==> src/rtl/nand_if_pkg.sv <==
`timescale 1ns/1ps
package nand_if_pkg;
  localparam int COL_W = 10;

  localparam logic [7:0] CMD_AREA_A = 8'h00;
  localparam logic [7:0] CMD_AREA_B = 8'h01;
  localparam logic [7:0] CMD_AREA_C = 8'h50;
  localparam logic [7:0] CMD_ID     = 8'h90;
  localparam logic [7:0] CMD_STAT   = 8'h70;
  localparam logic [7:0] CMD_RESET  = 8'hFF;

  typedef enum logic [1:0] {PTR_A, PTR_B, PTR_C} ptr_e;
  typedef enum logic [1:0] {OUT_IDLE, OUT_DATA, OUT_ID, OUT_STAT} out_e;
  typedef enum logic [1:0] {SEQ_NONE, SEQ_READ, SEQ_ID} seq_e;

  function automatic logic [COL_W-1:0] area_base(input ptr_e p);
    case (p)
      PTR_B:   area_base = COL_W'(256);
      PTR_C:   area_base = COL_W'(512);
      default: area_base = '0;
    endcase
  endfunction

  function automatic logic [COL_W-1:0] start_col(input ptr_e p, input logic [7:0] b);
    if (p == PTR_C) start_col = area_base(p) + COL_W'(b[3:0]);
    else            start_col = area_base(p) + COL_W'(b);
  endfunction

  function automatic logic [COL_W-1:0] step_col(input logic [COL_W-1:0] c,
                                                input ptr_e p,
                                                input logic [COL_W-1:0] last);
    if (c >= last) step_col = area_base(p);
    else           step_col = c + COL_W'(1);
  endfunction

  function automatic logic [7:0] page_byte(input logic [COL_W-1:0] c, input logic [7:0] row);
    page_byte = c[7:0] ^ row;
  endfunction

  function automatic logic [7:0] id_byte(input logic [1:0] idx);
    case (idx)
      2'd0:    id_byte = 8'hEC;
      2'd1:    id_byte = 8'h76;
      2'd2:    id_byte = 8'hA5;
      default: id_byte = 8'hC0;
    endcase
  endfunction
endpackage

==> src/rtl/nand_cmd_seq.sv <==
`timescale 1ns/1ps
module nand_cmd_seq
  import nand_if_pkg::*;
#(
  parameter int PAGE_BYTES = 528
) (
  input  logic             clk,
  input  logic             rst_n,
  input  logic             we_rise,
  input  logic             re_rise,
  input  logic             cle,
  input  logic             ale,
  input  logic [7:0]       io_in,
  input  logic             busy,
  output logic             start_busy,
  output logic             abort,
  output ptr_e             ptr,
  output logic [COL_W-1:0] col,
  output logic [7:0]       row,
  output logic [1:0]       id_idx,
  output out_e             out_mode
);
  localparam logic [COL_W-1:0] LAST_COL = COL_W'(PAGE_BYTES - 1);

  seq_e       seq_q;
  logic [1:0] addr_cnt_q;
  logic       cmd_stb, addr_stb, cmd_ok, addr_ok, cmd_bypass;

  assign cmd_stb    = we_rise & cle & ~ale;
  assign addr_stb   = we_rise & ale & ~cle;
  assign cmd_bypass = (io_in == CMD_STAT) || (io_in == CMD_RESET);
  assign cmd_ok     = cmd_stb & (~busy | cmd_bypass);
  assign addr_ok    = addr_stb & ~busy;
  assign abort      = cmd_ok & (io_in == CMD_RESET);
  assign start_busy = addr_ok & (seq_q == SEQ_READ) & (addr_cnt_q == 2'd3);

  always_ff @(posedge clk or negedge rst_n) begin
    if (!rst_n) begin
      ptr        <= PTR_A;
      seq_q      <= SEQ_NONE;
      addr_cnt_q <= '0;
      col        <= '0;
      row        <= '0;
      id_idx     <= '0;
      out_mode   <= OUT_IDLE;
    end else if (cmd_ok) begin
      case (io_in)
        CMD_AREA_A: begin ptr <= PTR_A; seq_q <= SEQ_READ; addr_cnt_q <= '0; end
        CMD_AREA_B: begin ptr <= PTR_B; seq_q <= SEQ_READ; addr_cnt_q <= '0; end
        CMD_AREA_C: begin ptr <= PTR_C; seq_q <= SEQ_READ; addr_cnt_q <= '0; end
        CMD_ID:     begin seq_q <= SEQ_ID; addr_cnt_q <= '0; end
        CMD_STAT:   out_mode <= OUT_STAT;
        CMD_RESET: begin
          ptr        <= PTR_A;
          seq_q      <= SEQ_NONE;
          addr_cnt_q <= '0;
          out_mode   <= OUT_IDLE;
        end
        default: ;
      endcase
    end else if (addr_ok) begin
      case (seq_q)
        SEQ_READ: begin
          addr_cnt_q <= addr_cnt_q + 2'd1;
          if (addr_cnt_q == 2'd0) col <= start_col(ptr, io_in);
          if (addr_cnt_q == 2'd1) row <= io_in;
          if (addr_cnt_q == 2'd3) begin
            out_mode <= OUT_DATA;
            seq_q    <= SEQ_NONE;
          end
        end
        SEQ_ID: begin
          id_idx   <= '0;
          out_mode <= OUT_ID;
          seq_q    <= SEQ_NONE;
        end
        default: ;
      endcase
    end else if (re_rise && !busy) begin
      if (out_mode == OUT_DATA)    col    <= step_col(col, ptr, LAST_COL);
      else if (out_mode == OUT_ID) id_idx <= id_idx + 2'd1;
    end
  end

  AST_COL_RANGE: assert property (@(posedge clk) disable iff (!rst_n)
    col <= LAST_COL);
  AST_COL_WRAP: assert property (@(posedge clk) disable iff (!rst_n)
    (re_rise && !we_rise && !busy && out_mode == OUT_DATA && col == LAST_COL)
      |=> col == area_base(ptr));
  AST_BUSY_IGNORE: assert property (@(posedge clk) disable iff (!rst_n)
    (busy && cmd_stb && !cmd_bypass) |=> ($stable(ptr) && $stable(out_mode)));
  AST_RESET_CLEAR: assert property (@(posedge clk) disable iff (!rst_n)
    abort |=> (out_mode == OUT_IDLE && seq_q == SEQ_NONE));
endmodule

==> config.mk <==
export PLATFORM = sky130hd
export DESIGN_NAME = nand_cmd_seq
export DESIGN_NICKNAME = d
export VERILOG_FILES = /design/src/rtl/nand_if_pkg.sv /design/src/rtl/nand_cmd_seq.sv
export SDC_FILE = /design/constraint.sdc
export NUM_CORES = 1
export LEC_CHECK = 0
export BUFFER_PORTS_ARGS = -buffer_cell sky130_fd_sc_hd__buf_2
export CAP_MARGIN = 0
export CORE_MARGIN = 2
export CORE_UTILIZATION = 53
export DETAILED_ROUTE_END_ITERATION = 8
export HOLD_SLACK_MARGIN = 0.1
export MAX_ROUTING_LAYER = met4
export PLACE_DENSITY = 0.86
export SETUP_SLACK_MARGIN = 0.3
export SYNTH_ARGS = -nofsm -noshare
export SYNTH_HDL_FRONTEND = slang
export SYNTH_SLANG_ARGS = --single-unit
==> constraint.sdc <==
create_clock -name clk -period 2.4 [get_ports clk]
set_input_delay 0.48 -clock clk [delete_from_list [all_inputs] [get_ports clk]]
set_output_delay 0.48 -clock clk [all_outputs]
set_load 0.01 [all_outputs]
# == After elaboration in Yosys (flattened, before gate mapping) ==
# Index checks and enable logic that the tools add are counted.
# word_totals
register_bits,28
inputBits,15
wordCells,109
# op_classes
n_addsub,5
order_cmp,1
n_eq_ne,21
n_mux,39
n_bitwise,14
reduce_logical,22
# ops
op,count
10-bit two-way mux,17
2-bit two-way mux,15
10-bit one-hot mux with 2 select lines,1
"8-bit by 7-bit == test with 1-bit output, second input constant",2
"8-bit == test, second input constant",2
2-bit one-hot mux with 2 select lines,3
2-bit one-hot mux with 3 select lines,2
4-bit AND reduction,3
"10-bit by 1-bit adder with 10-bit output, second input constant",1
10-bit by 4-bit adder with 10-bit output,1
10-bit by 8-bit adder with 10-bit output,1
"10-bit greater-or-equal comparator, second input constant",1
5-bit AND reduction,2
2-bit nonzero test,5
1-bit AND,9
9-bit two-way mux,1
"2-bit by 1-bit == test with 1-bit output, second input constant",4
"2-bit == test, second input constant",4
"8-bit by 1-bit == test with 1-bit output, second input constant",1
8-bit zero test,1
"2-bit by 1-bit inequality test with 1-bit output, second input constant",3
3-bit nonzero test,2
5-bit OR reduction,1
"2-bit by 1-bit adder with 2-bit output, second input constant",2
14 further kinds,18

# == Depth between registers and ports, before layout ==
# logic_depth
ltp_word,12
mapped_depth,7

# == Least setup slack after synthesis ==
# Ideal clock, no wire load.
# synth_path
kind,input to output
from,input ale
to,output abort
arrival_time_ns,1.461
required_ns,1.920
slack_ns,0.459
cell_stages,6
path_cell_list,and3b_1 -> clkbuf_1 -> nor2b_1 -> a31oi_1 -> buf_2 -> nor2_1
# synth_between
elab_chain_cells,4
# synth_lines
element,line_no,source
from (decl),nand_cmd_seq.sv:12,"input logic ale,"
1-bit inverter,nand_cmd_seq.sv:29,assign cmd_stb = we_rise & cle & ~ale;
1-bit AND,nand_cmd_seq.sv:29,
1-bit AND,nand_cmd_seq.sv:32,assign cmd_ok = cmd_stb & (~busy | cmd_bypass);
1-bit AND,nand_cmd_seq.sv:34,assign abort = cmd_ok & (io_in == CMD_RESET);
to (decl),nand_cmd_seq.sv:16,"output logic abort,"
# Every way passes these cells.

# == Worst setup path after layout ==
# layout_path
from,input io_in[7]
to,output abort
# layout_between
elab_chain_cells,5
elab_cells_between_ends,6
# layout_lines
element,line_no,source
from (decl),nand_cmd_seq.sv:13,"input logic [7:0] io_in,"
8-bit by 7-bit == test with 1-bit output / 8-bit == test (equally long branches),"nand_cmd_seq.sv:31, nand_cmd_seq.sv:34",
1-bit logical OR,nand_cmd_seq.sv:31,assign cmd_bypass = (io_in == CMD_STAT) || (io_in == CMD_RESET);
1-bit OR,nand_cmd_seq.sv:32,
1-bit AND,nand_cmd_seq.sv:32,
1-bit AND *,nand_cmd_seq.sv:34,
# Every way passes the cells marked *; elsewhere a longest branch is shown, timed or not.

==> results.md <==
- Number of buffers created by CTS: 3
- Top cells by count, synth: dfrtp_1, nand2_1, o21ai_0
- Setup CP Type: input pin to primary output
- Minimum clock period: 2.00 ns
- RSZ-0062 raised after global routing: no
- Antenna-violating nets left: 0
- Lkg Pwr: 0.996 nW
- Dominant cells by area after synthesis: dfrtp_1, mux2_2, o21ai_0, nand2_1, a22o_1
- Cell Area, Synth: 1680 sq um
- Post-synth cell types: 50
- Clk_lat worst skew: 0.35 ns
- Clk_skew: 0.00344 ns
- Synth warnings: 0
- DRT iter0 DRCs: 53
- CP required: 1.92 ns
- Number of synthesized flops with an enable pin: 0
- Area leader, netlist: dfrtp_1
- Syn nets: 194
- Async SR Flop Fraction: 1.00
- Crit path DAT: 1.52 ns
- Count of non-filler cells in the finished layout: 261
- Worst setup margin: 0.398 ns
- H-tree Lvls: 1
- Vias in the first global route: 1350
- Die width: 60.3 um
- ANT cells: 0
- Area delta synth->final: 17.9%
- Die area: 3630 sq um
- Hold buffer count at cts: 0
- R2R cell count: 5
- Critical Path End Type: primary output
- Clock Tree Root: clkbuf_4
- Total GRT Usage: 0.234
- First-pass DRT Iterations: 5
- IO Port Bufs: 40
- Worst-path maximum fanout: 7
- DRC: 0
- IO Count: 41
- Final hold vios: 0
- Row cnt: 20
- Peak supply drop: 0.392 mV
- Startpoint types: input pin
- Clock Pin Slew Worst Setup and Hold Paths: 0.16 ns
- Cell with the most instances after synthesis: dfrtp_1
- Final Max Tran Viols: 0
- Synth Flop Type: dfrtp_1
- Layout cells sized above 1: 0.304
- Slew at the pin closest to its max-slew limit: 0.618 ns
- Power per Cell Area: 594 nW/um^2
- Status: completed
- CTS sink count: 28
- Detailed-placement wirelength estimate: 2.74 mm
- Via count: 1512
- Routed length per instance: 14.3 um
- Final net count: 237
- Top-area cell type share of the netlist area: 0.418
- Peak Freq: 0.499 GHz
- Post-cts sizing count: 0
- Height of the die: 60.3 um
- Starting Density: 0.554
- Total congestion overflow: 0
- Slew margin rel.: 0.588
- Max_cap viols: 0
- Setup TNS: 0 ns
- Post-synthesis sequential element count: 28
- # setup viols final: 0
- First-pass GRT wire length: 6.25 mm
- TritonCTS clock tree: done
- Routed Wire Length: 3.74 mm
- Number of setup buffers added after CTS: 0
- Post-Synthesis Cells: 175
- Initial antenna violation count: 0
- Fin crit share: 0.834
- Pre-CTS setup slack: 0.334 ns
- CTS Buffer Depth: 2
- Via density: 5.79
- Placed insts: 257
- Core ar.: 3030 sq um
- Worst hold path type: input pin to async pin
- Register area share after synthesis: 0.418
- Largest net degree at the start of global routing: 29
- Syn Area/Cell: 9.59 sq um
- Placer Congestion: 0.856
==> critical path: stages <==
cell,delay (ns)
buf_2,0.14
and4_1,0.21
a22o_1,0.25
a31oi_1,0.22
nor2_1,0.08
buf_2,0.14
==> layer usage <==
| layer | GRT usage | routed length [um] | share of wire |
|---|---|---|---|
| met1 | 0.330 | 1810 | 0.48 |
| met2 | 0.346 | 1670 | 0.45 |
| met3 | 0.0260 | 180 | 0.048 |
| met4 | 0.0889 | 78 | 0.021 |
| met5 | - | 0 | 0 |
==> stage by stage <==
step / hold WS, ns / cell area (sq um) / total power [W] / util
after CTS: 0.139 / 1980 / 0.00118 / 0.653
after floorplan: 0.184 / 1680 / 0.000753 / -
final: 0.115 / 1980 / 0.00118 / 0.653
after global placement: 0.484 / 1930 / 0.000852 / 0.636
after global routing: 0.164 / 1980 / 0.00124 / 0.653
after detailed placement: 0.491 / 1930 / 0.000862 / 0.636
==> worst paths after layout <==
path / start / end / slack [ns]
max: io_in[7] / abort / 0.40
min reg2reg: row[3]$_DFFE_PN0P_ / row[3]$_DFFE_PN0P_ / 0.53
max reg2reg: col[6]$_DFFE_PN0P_ / col[7]$_DFFE_PN0P_ / 0.45
min in group clk: io_in[7] / ptr[1]$_DFFE_PN0P_ / 0.40
min: rst_n / out_mode[0]$_DFFE_PN0P_ / 0.12
max in group asynchronous: rst_n / col[6]$_DFFE_PN0P_ / 1.88
==> flip-flops by register name, summed over array words and instances, names as in the netlist <==
signal / count
addr_cnt_q: 2
ptr: 2
id_idx: 2
out_mode: 2
seq_q: 2
col: 10
row: 8
==> layout by cell type (no fill, tap or decap), types with 2 or more instances in the layout <==
cell and count:
buf_2 40, ha_1 4, a22o_1 6, o41ai_1 2, clkbuf_4 3, a21oi_1 5, nor2_1 10, dfrtp_1 28
o22ai_1 2, inv_1 6, buf_4 4, mux2_2 9, nor2b_1 5, o31ai_1 4, nand2_1 17, nor3_1 4
nand2b_1 3, nand3_1 6, and3_2 2, a31oi_1 3, a211oi_1 2, nand3b_1 4, o21ai_0 15, and3_1 7
and3b_1 2
==> kinds of logic (layout without fill, tap and decap cells) <==
family          count (synthesis)  count (layout)  share of synthesized area
flops                          28              28                      0.418
simple gates                   72              72                      0.247
buf+inv                        12              54                     0.0358
fa+ha+maj                       4               4                     0.0298
mux                             9               9                     0.0604
compound gates                 50              50                      0.210
==> area by class of cell <==
cell class                 count  area, sq um
fill                         259         1050
multi-input combinational    135          917
sequential                    28          701
timing repair buffer          44          230
tap                           44         55.1
clock inverter                 1         30.0
clock buffer                   3         22.5
inverter                       6         22.5
==> power breakdown <==
part / switching (W) / internal (W)
Combinational: 0.000141 / 0.000119
Sequential: 0.0000653 / 0.000529
Clock: 0.000152 / 0.000169
Total: 0.000358 / 0.000818
Power figures use the tool's default switching activity.
